### src/rtl/pkd_issue_pkg.sv
package pkd_issue_pkg;
  localparam int WORD_W = 32;
  localparam int SUB_W  = 15;
  localparam int SOP_W  = 3;
  localparam int REG_W  = 4;
  localparam int SIMM_W = 8;
  localparam int FOP_W  = 6;
  localparam int FIMM_W = WORD_W - 1 - FOP_W - REG_W;
  localparam int HI_LSB = SUB_W + 1;

  typedef enum logic [SOP_W-1:0] {
    S_SUB, S_AND, S_ADD, S_CMP, S_LW, S_SW, S_LDI, S_MOV
  } sub_op_e;

  localparam logic [FOP_W-1:0] FOP_BRK = 6'h1C;

  function automatic logic [FOP_W-1:0] full_op(input sub_op_e o);
    case (o)
      S_SUB:   return 6'h00;
      S_AND:   return 6'h01;
      S_ADD:   return 6'h02;
      S_CMP:   return 6'h03;
      S_LW:    return 6'h12;
      S_SW:    return 6'h13;
      S_LDI:   return 6'h18;
      default: return 6'h0D;
    endcase
  endfunction

  function automatic logic [WORD_W-1:0] expand_sub(input logic [SUB_W-1:0] s);
    logic [SOP_W-1:0] op;
    op = s[SUB_W-1 -: SOP_W];
    return {1'b0, full_op(sub_op_e'(op)), s[SIMM_W+REG_W-1 -: REG_W],
            {(FIMM_W-SIMM_W){s[SIMM_W-1]}}, s[SIMM_W-1:0]};
  endfunction
endpackage

### src/rtl/pkd_word_split.sv
module pkd_word_split
  import pkd_issue_pkg::*;
(
  input  logic [WORD_W-1:0] word,
  input  logic              half,
  output logic [WORD_W-1:0] insn,
  output logic              packed_w,
  output logic              last,
  output logic              brk
);
  logic [SUB_W-1:0] first_s, second_s;

  assign packed_w = word[WORD_W-1];
  assign first_s  = word[HI_LSB +: SUB_W];
  assign second_s = word[SUB_W-1:0];
  assign insn     = packed_w ? expand_sub(half ? second_s : first_s) : word;
  assign last     = !packed_w || half;
  assign brk      = !packed_w && (word[WORD_W-2 -: FOP_W] == FOP_BRK);
endmodule

### src/rtl/pkd_half_track.sv
module pkd_half_track
  import pkd_issue_pkg::*;
(
  input  logic              clk,
  input  logic              rst_n,
  input  logic              flush,
  input  logic              take,
  input  logic              fire,
  input  logic              last,
  input  logic [WORD_W-1:0] word_in,
  output logic [WORD_W-1:0] cur_word,
  output logic              cur_valid,
  output logic              half
);
  always_ff @(posedge clk or negedge rst_n) begin
    if (!rst_n) begin
      cur_word  <= '0;
      cur_valid <= 1'b0;
      half      <= 1'b0;
    end else if (flush) begin
      cur_valid <= 1'b0;
      half      <= 1'b0;
    end else if (take) begin
      cur_word  <= word_in;
      cur_valid <= 1'b1;
      half      <= 1'b0;
    end else if (fire) begin
      if (last) begin
        cur_valid <= 1'b0;
        half      <= 1'b0;
      end else begin
        half <= 1'b1;
      end
    end
  end


  half_needs_word_chk: assert property (@(posedge clk) disable iff (!rst_n)
    half |-> cur_valid);

  fresh_word_first_chk: assert property (@(posedge clk) disable iff (!rst_n)
    take |=> (cur_valid && !half));

  no_take_mid_word_chk: assert property (@(posedge clk) disable iff (!rst_n)
    (half && !fire) |-> !take);
endmodule

### src/rtl/pkd_issue_arb.sv
module pkd_issue_arb (
  input  logic clk,
  input  logic rst_n,
  input  logic cur_valid,
  input  logic half,
  input  logic last,
  input  logic brk,
  input  logic word_valid,
  input  logic irq_pending,
  input  logic exec_ready,
  input  logic halt_req,
  input  logic pipe_clear,
  output logic issue_valid,
  output logic fire,
  output logic issue_stall,
  output logic irq_switch,
  output logic take,
  output logic brk_stop
);
  logic blocked, irq_hold;

  assign blocked     = !rst_n || halt_req || pipe_clear;
  assign irq_hold    = irq_pending && !half;
  assign irq_switch  = irq_hold && !blocked;
  assign brk_stop    = cur_valid && brk;
  assign issue_valid = cur_valid && !blocked && !brk && !irq_hold;
  assign fire        = issue_valid && exec_ready;
  assign issue_stall = cur_valid && !fire;
  assign take        = word_valid && !blocked && !irq_switch &&
                       (!cur_valid || (fire && last));


  irq_on_boundary_chk: assert property (@(posedge clk) disable iff (!rst_n)
    irq_switch |-> (!half && !issue_valid && !take));

  brk_never_issued_chk: assert property (@(posedge clk) disable iff (!rst_n)
    brk_stop |-> !issue_valid);

  halt_blocks_chk: assert property (@(posedge clk) disable iff (!rst_n)
    (halt_req || pipe_clear) |-> (!issue_valid && !take));

  no_starve_chk: assert property (@(posedge clk) disable iff (!rst_n)
    (cur_valid && !halt_req && !pipe_clear && !irq_pending && !brk && exec_ready)
      |-> fire);

  second_half_goes_chk: assert property (@(posedge clk) disable iff (!rst_n)
    (half && !halt_req && !pipe_clear && exec_ready) |-> fire);
endmodule

### src/rtl/pkd_issue_ctrl.sv
module pkd_issue_ctrl
  import pkd_issue_pkg::*;
(
  input  logic              clk,
  input  logic              rst_n,
  input  logic              word_valid,
  input  logic [WORD_W-1:0] word_in,
  output logic              word_take,
  input  logic              irq_pending,
  input  logic              exec_ready,
  input  logic              halt_req,
  input  logic              pipe_clear,
  output logic [WORD_W-1:0] issue_insn,
  output logic              issue_valid,
  output logic              issue_stall,
  output logic              irq_switch,
  output logic              brk_stop
);
  logic [WORD_W-1:0] cur_word;
  logic cur_valid, half, packed_w, last, brk, fire;

  pkd_word_split u_split (
    .word(cur_word), .half(half), .insn(issue_insn),
    .packed_w(packed_w), .last(last), .brk(brk)
  );

  pkd_half_track u_track (
    .clk(clk), .rst_n(rst_n), .flush(pipe_clear || irq_switch),
    .take(word_take), .fire(fire), .last(last), .word_in(word_in),
    .cur_word(cur_word), .cur_valid(cur_valid), .half(half)
  );

  pkd_issue_arb u_arb (
    .clk(clk), .rst_n(rst_n), .cur_valid(cur_valid), .half(half),
    .last(last), .brk(brk), .word_valid(word_valid),
    .irq_pending(irq_pending), .exec_ready(exec_ready),
    .halt_req(halt_req), .pipe_clear(pipe_clear),
    .issue_valid(issue_valid), .fire(fire), .issue_stall(issue_stall),
    .irq_switch(irq_switch), .take(word_take), .brk_stop(brk_stop)
  );


  irq_drops_word_chk: assert property (@(posedge clk) disable iff (!rst_n)
    irq_switch |=> !cur_valid);

  half_only_packed_chk: assert property (@(posedge clk) disable iff (!rst_n)
    half |-> packed_w);
endmodule

### config.mk
export PLATFORM = sky130hd
export DESIGN_NAME = pkd_issue_ctrl
export DESIGN_NICKNAME = d
export VERILOG_FILES = /design/src/rtl/pkd_issue_pkg.sv /design/src/rtl/pkd_word_split.sv /design/src/rtl/pkd_half_track.sv /design/src/rtl/pkd_issue_arb.sv /design/src/rtl/pkd_issue_ctrl.sv
export SDC_FILE = /design/constraint.sdc
export NUM_CORES = 1
export LEC_CHECK = 0
export BUFFER_PORTS_ARGS = -buffer_cell sky130_fd_sc_hd__buf_4
export CAP_MARGIN = 5
export CORE_ASPECT_RATIO = 1.75
export CORE_MARGIN = 10
export CORE_UTILIZATION = 47
export DETAILED_ROUTE_END_ITERATION = 8
export HOLD_SLACK_MARGIN = 0.05
export PLACE_DENSITY = 0.8
export SYNTH_ARGS = -nofsm -noshare
export SYNTH_HDL_FRONTEND = slang
export SYNTH_HIERARCHICAL = 1
export SYNTH_SLANG_ARGS = --single-unit
### constraint.sdc
create_clock -name clk -period 2.5 [get_ports clk]
set_input_delay 0.5 -clock clk [delete_from_list [all_inputs] [get_ports clk]]
set_output_delay 0.5 -clock clk [all_outputs]
set_load 0.02 [all_outputs]
==> results_dict.tcl <==
set metrics [dict create \
    cts_tree "done" \
    status "completed" \
    report.final.slew_viol_count 0 \
    power_mw 2.038 \
    root_buffer "clkbuf_8" \
    die_w_um 69.80 \
    clock_skew_ns 0.005670 \
    antenna_found_initial 0 \
    grt_pass1_wl_um 8714 \
    start_util_pct 49.14 \
    criticalPathCategory "register to output port" \
    grt_max_degree 35 \
    routedWlPerCell_um 17.95 \
    drt-initial-drc-count 40 \
    hold_violations 0 \
    die_height_um 107.1 \
    ioPinCount 76 \
    p_per_area_nw_per_um2 739.9 \
    num_antenna_cells 0 \
    drive_gt1_share_pct 53.13 \
    portBuffers 74 \
    grt_overflow 0 \
    cts.clk_slew.worst_paths_ns 0.07 \
    dr.pass1.iters 4 \
    coreArea_um2 4150 \
    yosys_warnings 6 \
    track_usage_pct 14.45 \
    synth_fp_nets 216 \
    start_kind "register" \
    place_congestion 0.8038 \
    fin_nets 294 \
    arrival_ns 1.90 \
    hp-class "primary input to async pin" \
    die_area_um2 7478 \
    via_count 1603 \
    num_rows 31 \
    postCtsSetupBuffers 0 \
    cp_data_required_time_ns 2.00 \
    critPathMaxFanout 5 \
    avgSynthCellArea_um2 11.52 \
    fmax_ghz 0.4158 \
    ant_nets 0 \
    cp-end-kind "output port" \
    area_growth_pct 35.03 \
    first_global_vias 1812 \
    fin_setup_tns_ns 0 \
    syn_area_um2 2039 \
    finalCritPeriodShare_pct 96.20 \
    cap_violations 0 \
    drt-total-wl_um 5474 \
    cts_buffer_depth 2 \
    setup_violations 0 \
    peakVddDrop_v 0.0005411 \
    leakage_nw 1.330 \
    drcViolationCount 0 \
    vias_per_cell 5.256 \
    cts_sinks 34 \
    ctsHoldBuffers 0 \
    period_needed_ns 2.405 \
    hpwlAfterDp_um 4279 \
    cts-htree-levels 2 \
    rsz0062_at_grt "no" \
    cts_buffers 5 \
    synth_cells 177 \
    clock_latency_ns 0.28 \
]
==> timing repair <==
action                     in CTS  in global routing
setup endpoints to repair       1                  1
pin swaps                       0                  2
resized for setup               1                  4
==> metal layers <==
metal	track usage (%)	up-vias	wire (um)	share of wire, %
met3	5.171	8	405	7.4
met4	7.507	0	151	2.8
li1	-	757	-	-
met1	13.61	786	1920	35
met2	26.53	52	2996	55
met5	0	-	0	0
==> state kept, by name (all words and copies together) (netlist names) <==
signal and flops:
u_track/cur_valid 1, u_track/cur_word 32, u_track/half 1
==> worst max-delay path, cell delays in order (launching register included) <==
cell       delay (ns)
dfrtp_2          0.45
nand2_2          0.10
nor4_4           0.05
buf_4            0.15
nand3b_1         0.19
a2111oi_4        0.46
buf_4            0.22
==> worst paths after layout <==
kind	from	end	slack [ns]	depth (start not counted)
worst max-delay path	u_track/cur_word[29]	word_take	0.1	6
worst min-delay path	rst_n	u_track/cur_word[12]	0.28	2
worst max register to register	u_track/cur_word[29]	u_track/cur_word[21]	0.17	8
worst min register to register	u_track/cur_word[18]	u_track/cur_word[18]	0.52	1
max in group asynchronous	rst_n	u_track/cur_word[29]	1.89	2
min in group clk	word_in[17]	u_track/cur_word[17]	0.44	2
==> final cells by class <==
type,count,area [um2]
inverters,20,75.07
well taps,49,61.31
clock inverters,1,5.005
fillers,320,1396
repair buffers,83,648.1
clock buffers,7,86.33
multi-input cells,111,1026
flip-flops and latches,34,852.1
==> through the flow <==
step	area, um2	std cells	hold slack (ns)	util, %	worst slack [ns]
after global routing	2754	305	0.3136	66.36	0.001852
after CTS	2736	305	0.2949	65.93	0.06896
after detailed placement	2639	297	0.4926	63.58	0.1338
final	2754	305	0.2840	66.36	0.09503
after floorplan	2052	177	0.2044	-	0.05103
after global placement	2639	297	0.4897	63.58	0.1718
==> layout by cell type (no fill, tap or decap), types with 2 or more instances in the layout <==
master / count
o21ai_0: 20
nand2_1: 6
mux2_2: 5
buf_12: 2
nand2b_1: 3
dfrtp_1: 33
nor2b_1: 2
nand2_2: 2
buf_4: 81
clkbuf_8: 6
mux2i_1: 4
inv_1: 20
nand3b_1: 3
a21oi_1: 5
mux2_4: 31
nor2_1: 7
==> where the power goes <==
| group | switching (mW) | total, mW | internal [mW] |
|---|---|---|---|
| Combinational | 0.438 | 0.873 | 0.434 |
| Clock | 0.201 | 0.423 | 0.222 |
| Sequential | 0.0903 | 0.742 | 0.652 |
(Power assumes the default switching activity.)
